[src/rtl/coal_pkg.sv]
package coal_pkg;
  typedef enum logic [1:0] {
    SZ_32  = 2'd0,
    SZ_64  = 2'd1,
    SZ_128 = 2'd2
  } txn_size_e;
endpackage

[src/rtl/coal_leader.sv]
// Finds the lowest-numbered pending lane; it anchors the next segment.
module coal_leader #(
  parameter int N = 32
) (
  input  logic [N-1:0]         pend,
  output logic [$clog2(N)-1:0] idx,
  output logic                 any
);
  localparam int LW = $clog2(N);

  always_comb begin
    idx = '0;
    any = |pend;
    for (int i = N - 1; i >= 0; i--) begin
      if (pend[i]) idx = LW'(i);
    end
  end
endmodule

[src/rtl/coal_group.sv]
// Groups pending lanes into the leader's segment and trims the segment size.
module coal_group
  import coal_pkg::*;
#(
  parameter int LANES  = 32,
  parameter int ADDR_W = 32
) (
  input  logic [LANES*ADDR_W-1:0] addrs,
  input  logic [LANES-1:0]        pend,
  input  logic [$clog2(LANES)-1:0] lead,
  output logic [LANES-1:0]        lanes,
  output logic [ADDR_W-1:0]       base,
  output txn_size_e               size,
  output logic                    misal
);
  localparam int SEG_LSB   = 7;
  localparam int MIN_LSB   = 5;
  localparam int WORD_LSB  = 2;
  localparam int NWORDS    = 1 << (SEG_LSB - WORD_LSB);
  localparam int NBLK      = 1 << (SEG_LSB - MIN_LSB);
  localparam int BLK_WORDS = NWORDS / NBLK;
  localparam int HALF      = NBLK / 2;
  localparam int BW        = SEG_LSB - MIN_LSB;

  logic [ADDR_W-1:0]         a [LANES];
  logic [ADDR_W-SEG_LSB-1:0] seg;
  logic [NWORDS-1:0]         touched;
  logic [NBLK-1:0]           blk;
  logic [BW-1:0]             blk_id;
  logic [LANES-1:0]          low_bits;

  for (genvar i = 0; i < LANES; i++) begin : g_lane
    assign a[i]        = addrs[i*ADDR_W +: ADDR_W];
    assign lanes[i]    = pend[i] && (a[i][ADDR_W-1:SEG_LSB] == seg);
    assign low_bits[i] = pend[i] && (|a[i][WORD_LSB-1:0]);
  end

  assign seg   = a[lead][ADDR_W-1:SEG_LSB];
  assign misal = |low_bits;

  always_comb begin
    touched = '0;
    for (int i = 0; i < LANES; i++) begin
      if (lanes[i]) touched[a[i][SEG_LSB-1:WORD_LSB]] = 1'b1;
    end
  end

  for (genvar b = 0; b < NBLK; b++) begin : g_blk
    assign blk[b] = |touched[b*BLK_WORDS +: BLK_WORDS];
  end

  always_comb begin
    blk_id = '0;
    for (int b = NBLK - 1; b >= 0; b--) begin
      if (blk[b]) blk_id = BW'(b);
    end
  end

  always_comb begin
    base = {seg, {SEG_LSB{1'b0}}};
    if ($countones(blk) == 1) begin
      size = SZ_32;
      base[SEG_LSB-1:MIN_LSB] = blk_id;
    end else if (blk[NBLK-1:HALF] == '0) begin
      size = SZ_64;
    end else if (blk[HALF-1:0] == '0) begin
      size = SZ_64;
      base[SEG_LSB-1] = 1'b1;
    end else begin
      size = SZ_128;
    end
  end
endmodule

[src/rtl/warp_coalescer.sv]
module warp_coalescer
  import coal_pkg::*;
#(
  parameter int LANES  = 32,
  parameter int ADDR_W = 32
) (
  input  logic                    clk,
  input  logic                    rst_n,
  input  logic                    req_valid,
  output logic                    req_ready,
  input  logic [LANES*ADDR_W-1:0] req_addr,
  input  logic [LANES-1:0]        req_mask,
  output logic                    txn_valid,
  input  logic                    txn_ready,
  output logic [ADDR_W-1:0]       txn_base,
  output logic [1:0]              txn_size,
  output logic [LANES-1:0]        txn_lanes,
  output logic                    done
);
  localparam int LW = $clog2(LANES);

  logic [LANES*ADDR_W-1:0] addr_q;
  logic [LANES-1:0]        pend_q;
  logic                    busy_q;
  logic                    done_q;
  logic [LW-1:0]           lead;
  logic                    any;
  txn_size_e               size;
  logic                    misal;
  logic                    accept;
  logic                    fire;
  logic [LANES-1:0]        pend_next;

  coal_leader #(.N(LANES)) u_leader (
    .pend (pend_q),
    .idx  (lead),
    .any  (any)
  );

  coal_group #(.LANES(LANES), .ADDR_W(ADDR_W)) u_group (
    .addrs (addr_q),
    .pend  (pend_q),
    .lead  (lead),
    .lanes (txn_lanes),
    .base  (txn_base),
    .size  (size),
    .misal (misal)
  );

  assign req_ready = !busy_q;
  assign txn_valid = busy_q && any;
  assign txn_size  = size;
  assign done      = done_q;
  assign accept    = req_valid && req_ready;
  assign fire      = txn_valid && txn_ready;
  assign pend_next = pend_q & ~txn_lanes;

  always_ff @(posedge clk) begin
    if (!rst_n) begin
      addr_q <= '0;
      pend_q <= '0;
      busy_q <= 1'b0;
      done_q <= 1'b0;
    end else begin
      done_q <= 1'b0;
      if (accept) begin
        addr_q <= req_addr;
        pend_q <= req_mask;
        busy_q <= |req_mask;
        done_q <= (req_mask == '0);
      end else if (fire) begin
        pend_q <= pend_next;
        if (pend_next == '0) begin
          busy_q <= 1'b0;
          done_q <= 1'b1;
        end
      end
    end
  end

  // Input rule: active lane addresses are word aligned
  logic [LANES-1:0] req_low;
  for (genvar i = 0; i < LANES; i++) begin : g_chk
    assign req_low[i] = req_mask[i] && (|req_addr[i*ADDR_W +: 2]);
  end
  aligned_in_chk: assert property (@(posedge clk) disable iff (!rst_n)
    accept |-> (req_low == '0));
  pend_aligned_chk: assert property (@(posedge clk) disable iff (!rst_n)
    !misal);


  lead_order_chk: assert property (@(posedge clk) disable iff (!rst_n)
    txn_valid |-> (txn_lanes[lead] &&
      ((pend_q & ((LANES'(1) << lead) - LANES'(1))) == '0)));

  lanes_active_chk: assert property (@(posedge clk) disable iff (!rst_n)
    txn_valid |-> ((txn_lanes != '0) && ((txn_lanes & ~pend_q) == '0)));

  base32_chk: assert property (@(posedge clk) disable iff (!rst_n)
    (txn_valid && txn_size == 2'd0) |-> (txn_base[4:0] == 5'd0));

  base64_chk: assert property (@(posedge clk) disable iff (!rst_n)
    (txn_valid && txn_size == 2'd1) |-> (txn_base[5:0] == 6'd0));

  base128_chk: assert property (@(posedge clk) disable iff (!rst_n)
    (txn_valid && txn_size == 2'd2) |-> (txn_base[6:0] == 7'd0));

  busy_ready_chk: assert property (@(posedge clk) disable iff (!rst_n)
    txn_valid |-> !req_ready);

  txn_hold_chk: assert property (@(posedge clk) disable iff (!rst_n)
    (txn_valid && !txn_ready) |=> (txn_valid && $stable(txn_base) &&
      $stable(txn_size) && $stable(txn_lanes)));

  done_cause_chk: assert property (@(posedge clk) disable iff (!rst_n)
    done |-> ($past(txn_valid && txn_ready) ||
      $past(req_valid && req_ready && req_mask == '0)));
endmodule

[config.mk]
export PLATFORM = sky130hd
export DESIGN_NAME = warp_coalescer
export DESIGN_NICKNAME = d
export VERILOG_FILES = /design/src/rtl/coal_pkg.sv /design/src/rtl/coal_leader.sv /design/src/rtl/coal_group.sv /design/src/rtl/warp_coalescer.sv
export SDC_FILE = /design/constraint.sdc
export NUM_CORES = 2
export LEC_CHECK = 0
export BUFFER_PORTS_ARGS = -buffer_cell sky130_fd_sc_hd__buf_2
export CAP_MARGIN = 40
export CORE_AREA = 2 2 438 440
export CTS_BUF_LIST = sky130_fd_sc_hd__clkbuf_8
export DETAILED_ROUTE_END_ITERATION = 10
export DIE_AREA = 0 0 440 442
export PLACE_DENSITY = 0.58
export SLEW_MARGIN = 20
export SYNTH_ARGS = -nofsm -noshare
export SYNTH_HDL_FRONTEND = slang
export SYNTH_SLANG_ARGS = --single-unit
[constraint.sdc]
create_clock -name clk -period 7.55 [get_ports clk]
set_input_delay 0.755 -clock clk [delete_from_list [all_inputs] [get_ports clk]]
set_output_delay 0.755 -clock clk [all_outputs]
set_load 0.05 [all_outputs]
# After elaboration in Yosys (flattened, before gate mapping)
# Cells that the tools add are included.
[word_totals] output_inout_bits=69 wordCells=370 regBits=1058 in_bits=1060
[classes] add_sub_neg=3 magnitude_cmp=65 n_reduce_logical=81 eq_ne=33 n_mux=150 bitwise_logic=34
[op_table] operator="32-bit two-way mux" n=36
[op_table] operator="32-bit bitwise OR" n=31
[op_table] operator="25-bit equality test" n=32
[op_table] operator="5-bit by 6-bit < comparator with 1-bit output, second input constant" n=32
[op_table] operator="32-bit binary-select mux with 5-bit select" n=1
[op_table] operator="1-bit demux with 5-bit select" n=32
[op_table] operator="5-bit by 1-bit >= comparator with 1-bit output, second input constant" n=32
[op_table] operator="5-bit two-way mux" n=32
[op_table] operator="1-bit logical AND" n=67
[op_table] operator="32-bit zero test" n=2
[op_table] operator="32-bit OR reduction" n=2
[op_table] operator="1-bit two-way mux" n=42
[op_table] operator="32-bit adder" n=1
[op_table] operator="32-bit AND" n=1
[op_table] operator="32-bit by 2-bit equality test with 1-bit output, second input constant" n=1
[op_table] operator="32-bit inverter" n=1
[op_table] operator="8-bit OR reduction" n=4
[op_table] operator="2-bit two-way mux" n=7
[op_table] operator="6-bit >= comparator, second input constant" n=1
[op_table] operator="5-bit inverter with 6-bit output" n=1
[op_table] operator="1-bit by 1-bit adder with 2-bit output" n=2
[op_table] operator="2-bit zero test" n=2
[op_table] operator="2-bit nonzero test" n=2
[op_table] operator="2-bit AND reduction" n=1
[op_table] operator="1-bit zero test" n=1

# Logic depth before layout (Yosys ltp)
[logic_depth] word_depth=107 ltp_mapped=34 mapped_depth_nobuf=26

# Hierarchy
# From an unflattened synthesis, not the netlist that was laid out.
[hier_totals] hier_cells=7902 hier_area_um2=63509.7
[by_module_without_submodules] module="warp_coalescer" cells_per_inst=4658 area_per_inst_um2=39278.9 n_inst=1
[by_module_without_submodules] module="coal_group" cells_per_inst=3179 area_per_inst_um2=23845.4 n_inst=1
[by_module_without_submodules] module="coal_leader" cells_per_inst=65 area_per_inst_um2=385.4 n_inst=1

# Worst setup path before layout
# Ideal clock, no wire load.
[synth_timing] path_type="register -> output" startpoint="register pend_q[20]" endpoint="output port txn_base[5]" stages_incl_launch_ff=28 arrival_ns=8.193 required_time_ns=6.795 path_slack_ns=-1.398 path_buffers=5 path_cell_list="dfxtp_1 buf_2 or4_1 a211o_1 a21o_1 buf_2 or2_1 buf_6 buf_6 a2111oi_0 a41oi_1 o2111ai_1 o21ai_2 buf_4 xor2_1 nor4_1 nand4b_1 nor4_1 and3_1 a311oi_1 nand4_1 or4_1 ha_1 ha_1 fa_1 nor2_1 nand2_1 a211oi_1"
[synth_between] word_cells_on_any_way=165
[synth_lines] item="from (decl)" line_no="warp_coalescer.sv:23" source="logic [LANES-1:0] pend_q;"
[synth_lines] item="from (signal assigned)" line_no="warp_coalescer.sv:68" source="pend_q <= req_mask;"
[synth_lines] item="from (signal assigned)" line_no="warp_coalescer.sv:72" source="pend_q <= pend_next;"
[synth_lines] item="5-bit two-way mux * (21 in a row)" line_no="coal_leader.sv:15" source="if (pend[i]) idx = LW'(i);"
[synth_lines] item="5-bit inverter with 6-bit output (not written as such) *" line_no="coal_group.sv:38" source="assign seg = a[lead][ADDR_W-1:SEG_LSB];"
[synth_lines] item="32-bit binary-select mux with 5-bit select *" line_no="coal_group.sv:38"
[synth_lines] item="32-bit two-way mux (not written as such) * (2 in a row)" line_no="coal_group.sv:38"
[synth_lines] item="25-bit equality test *" line_no="coal_group.sv:34" source="assign lanes[i] = pend[i] && (a[i][ADDR_W-1:SEG_LSB] == seg);"
[synth_lines] item="1-bit logical AND *" line_no="coal_group.sv:34"
[synth_lines] item="net txn_lanes[10]" line_no="warp_coalescer.sv:17" source="output logic [LANES-1:0] txn_lanes,"
[synth_lines] item="32-bit two-way mux *" line_no="coal_group.sv:44" source="if (lanes[i]) touched[a[i][SEG_LSB-1:WORD_LSB]] = 1'b1;"
[synth_lines] item="[... 36 more ...]"
[synth_lines] item="32-bit bitwise OR (no source line)"
[synth_lines] item="32-bit two-way mux *" line_no="coal_group.sv:44"
[synth_lines] item="32-bit bitwise OR (no source line)"
[synth_lines] item="32-bit two-way mux *" line_no="coal_group.sv:44"
[synth_lines] item="32-bit bitwise OR (no source line)"
[synth_lines] item="32-bit two-way mux *" line_no="coal_group.sv:44"
[synth_lines] item="parallel branches: the longest is 5 deep, another holds 32-bit adder"
[synth_lines] item="1-bit two-way mux *" line_no="coal_group.sv:61" source="if ($countones(blk) == 1) begin"
[synth_lines] item="to (decl)" line_no="warp_coalescer.sv:15" source="output logic [ADDR_W-1:0] txn_base,"
# Mark *: on every way through the listed nets, which the timed path passes. The select of a mux whose other input is x is not followed.

# Final worst setup path
[layout_timing] startpoint="register pend_q[18]" endpoint="output port txn_base[6]"
[layout_between] elab_chain_cells=94 word_cells_on_any_way=167
[layout_lines] item="5-bit two-way mux (19 in a row)" line_no="coal_leader.sv:15"
[layout_lines] item="5-bit inverter with 6-bit output (not written as such)" line_no="coal_group.sv:38"
[layout_lines] item="32-bit binary-select mux with 5-bit select" line_no="coal_group.sv:38"
[layout_lines] item="32-bit two-way mux (not written as such) (2 in a row)" line_no="coal_group.sv:38"
[layout_lines] item="25-bit equality test" line_no="coal_group.sv:34"
[layout_lines] item="1-bit logical AND" line_no="coal_group.sv:34"
[layout_lines] item="32-bit two-way mux" line_no="coal_group.sv:44"
[layout_lines] item="32-bit bitwise OR (no source line)"
[layout_lines] item="[... 55 more ...]"
[layout_lines] item="32-bit bitwise OR (no source line)"
[layout_lines] item="32-bit two-way mux" line_no="coal_group.sv:44"
[layout_lines] item="32-bit bitwise OR (no source line)"
[layout_lines] item="32-bit two-way mux" line_no="coal_group.sv:44"
[layout_lines] item="32-bit bitwise OR (no source line)"
[layout_lines] item="32-bit two-way mux *" line_no="coal_group.sv:44"
[layout_lines] item="parallel branches: the longest is 5 deep, another holds 32-bit adder"
[layout_lines] item="1-bit two-way mux *" line_no="coal_group.sv:61"
# Mark *: on every way between the ends. The select of a mux whose other input is x is not followed.

==> reports/results.tsv <==
stage	metric	value	unit
run_status	status	finished, violations left	
run_status	violations	negative setup slack	
yosys	synth-edff-count	0	
yosys	async_reset_ff_frac	0	
sta	finalClockSkew	0.0560	ns
cts	cts_tree	done	
power_and_ir_drop	powerDensity	298	nW/µm²
sta	fmax	0.102	GHz
sta	rsz0062_at_grt	yes	
sta	whs	0.0305	ns
critical_path	cpPeakStageDelay	0.52	ns
yosys	ys_seq_area_frac	0.322	
cts	cts_root_buf	clkbuf_8	
route	wl_per_cell	36.7	µm
sta	hold_viol	0	
place	placed_cell_area	84400	µm²
run	maxCapViolations	0	
cts	cts_buffers	184	
sta	maxSlewHeadroom	0.178	
power_and_ir_drop	p_clk_frac	0.205	
yosys	synth_area_leaders	dfxtp_1 32%, nand2_1 14%, a21boi_0 12%	
cells_and_area	fin_cells	13694	
sta	finalCritPeriodShare	1.30	
min_path	hp-class	in -> reg	
critical_path	critPathKind	reg -> out	
power_and_ir_drop	p_comb_frac	0.587	
critical_path	worstSetupStartpointType	register	
cells_and_area	fin_area	97600	µm²
critical_path	path_max_fanout	7	
global_routing	grt_overflow	0	
yosys	ys_seq_elements	994	
sta	slew_violations	0	
critical_path	rr_worst_depth	32	
sta	setup_tns	-8.55	ns
cells_and_area	drive_above_1_share	0.356	
cells_and_area	nNetsFinal	12059	
route	drt-pass1-iter-count	7	
power_and_ir_drop	p_sw	13.3	mW
critical_path	cp-end-kind	output pin	
floorplanning	dieWidth	440	µm
global_routing	grt_max_degree	302	
yosys	postSynthAreaPerCell	7.70	µm²
sta	setup_viol	4	
yosys	synth.distinct_cells	118	
critical_path	cpMaxStageDelayCell	a221oi_4	
cts	clock_sinks	994	
floorplanning	dieHeight	442	µm
global_routing	grt_pass1_wl	653	mm
global_routing	grtUsageTotal	0.493	
critical_path	cp.required	6.80	ns
cts	htreeDepth	4	
route	drt-initial-drc-count	9380	
power_and_ir_drop	ir_worst_vdd	373	µV
cells_and_area	final_cell_mix	2247 x nand2_1, 1708 x buf_4, 1033 x buf_2	
global_routing	grt_pass1_vias	76593	
route	antenna_left	0	
route	route.detailed.drc	0	
route	wl	502	mm
critical_path	endpoint	txn_base[6]	
place	dpl.hpwl	409	mm
route	via_per_inst	5.81	
power_and_ir_drop	power_frac_seq	0.209	
cells_and_area	area_delta_synth_final	58.2	%
place	place_ws	-2.39	ns
floorplanning	core	190000	µm²
critical_path	regToRegStartpoint	pend_q[28]	
critical_path	r2r_setup_slack	0.52	ns
route	num_vias	79533	
min_path	hold_path_startpoint	req_addr[946]	
place	io_buffer_count	1059	
floorplanning	row_count	160	
yosys	syn-instance-count	8016	
yosys	synthFlopType	dfxtp_1	
yosys	synth_area	61700	µm²
global_routing	antenna_found_initial	55	
power_and_ir_drop	p_int	15.8	mW
critical_path	reg2reg_to	done	
floorplanning	initial_core_util	0.326	
yosys	synth.top_cell.area_share	0.322	
place	dpl.cell_count	12808	
sta	max_slew.worst_pin.slew	1.23	ns
floorplanning	dieArea	194000	µm²
place	gp_congestion	1.11	
critical_path	cpMostUsedCell	buf_4	
power_and_ir_drop	p_total	29.1	mW
power_and_ir_drop	leakage	41.8	nW
yosys	yosys.area.top_type	dfxtp_1	
cts	clkLatencyLatePin	1.02	ns
critical_path	startpoint	pend_q[18]	
floorplanning	ios	1129	
cells_and_area	post-route-util	0.515	
critical_path	worstPathArrival	9.03	ns
yosys	synth_warnings	0	
power_and_ir_drop	p_sw_frac	0.458	
cts	clk_pin_slew	0.07	ns
sta	post-route-worst-setup-slack	-2.23	ns
sta	fin_crit	9.78	ns
cells_and_area	final_common_cell	nand2_1	
cts	clk_path_buf_depth	3	
power groups by stage:
stage          logic, mW  clock network (mW)  registers, mW
6_report            17.1                5.95           6.07
3_5_place_dp        13.9                   0           6.13
3_3_place_gp        13.9                   0           6.13
4_1_cts             15.5                5.97           6.03
5_1_grt             17.1                6.17           6.07
2_1_floorplan       6.15                   0           5.91
worst min path at each step:
stage	slack (ns)	depth (start not counted)	end
2_1_floorplan	0.44	2	addr_q[4]
5_1_grt	0.04	3	addr_q[138]
3_3_place_gp	0.45	2	addr_q[4]
3_5_place_dp	0.46	2	addr_q[4]
6_report	0.03	3	addr_q[946]
4_1_cts	0.0002	3	addr_q[394]
critical path: cells and delay by family (launching register included):
family | cells | cell delay (ns)
xor+xnor | 1 | 0.17
fa+ha+maj | 3 | 0.86
compound gates | 7 | 2.16
flops | 1 | 0.31
mux | 2 | 0.44
simple gates | 8 | 1.81
buf+inv | 15 | 2.22
routing by layer:
metal,global-route usage,vias up,wire length [µm],share of wire
li1,-,33832,-,-
met1,0.550,38751,179000,0.36
met2,0.762,5147,218000,0.43
met3,0.106,1775,41600,0.083
met4,0.498,28,63100,0.13
met5,0,-,194,0.00039
logic make-up after synthesis:
kind of cell | synth area share
fa+ha+maj | 0.00187
buf+inv | 0.0563
xor+xnor | 0.106
flops | 0.322
other cells | 0.0000608
mux | 0.0411
simple gates | 0.259
compound gates | 0.214
layout make-up:
type / count / area, µm²
fillers: 18224 / 92000
multi-input cells: 6274 / 41900
repair buffers: 3411 / 28000
flip-flops and latches: 994 / 19900
clock buffers: 247 / 3400
well taps: 2511 / 3140
clock inverters: 92 / 717
inverters: 127 / 479
diodes: 38 / 95.1
sequential cells by signal (all words and copies together), names as in the netlist:
register  count
pend_q       32
done          1
busy_q        1
addr_q      960
synthesized netlist by cell type, types with 18 or more instances:
library cell / n
dfxtp_1: 994
and3_1: 30
mux2_2: 23
a21oi_1: 92
buf_6: 45
nor2b_1: 39
a2111oi_0: 55
xor2_1: 527
nand2b_1: 38
nand2_1: 2261
or3_1: 57
buf_1: 20
nand4_1: 163
o2111ai_1: 30
o21ai_0: 94
nor3_1: 144
a22oi_1: 33
a21boi_0: 992
xnor2_1: 218
mux2i_1: 209
nor4_1: 192
nand4b_1: 30
a32oi_1: 66
nand3_1: 157
buf_2: 76
and2_1: 39
nor2_1: 258
or4_1: 18
buf_4: 54
clkbuf_1: 429
o211ai_1: 30
inv_1: 125
a211oi_1: 76
a221oi_1: 49
what timing repair did:
action,in CTS,in global routing
gates resized for setup,470,256
hold buffers,290,0
endpoints found under the setup margin,29,5
setup buffers,124,85
gates cloned,9,9
pin swaps,116,85
hold endpoints to repair,290,0
Power figures use the tool's default switching activity.
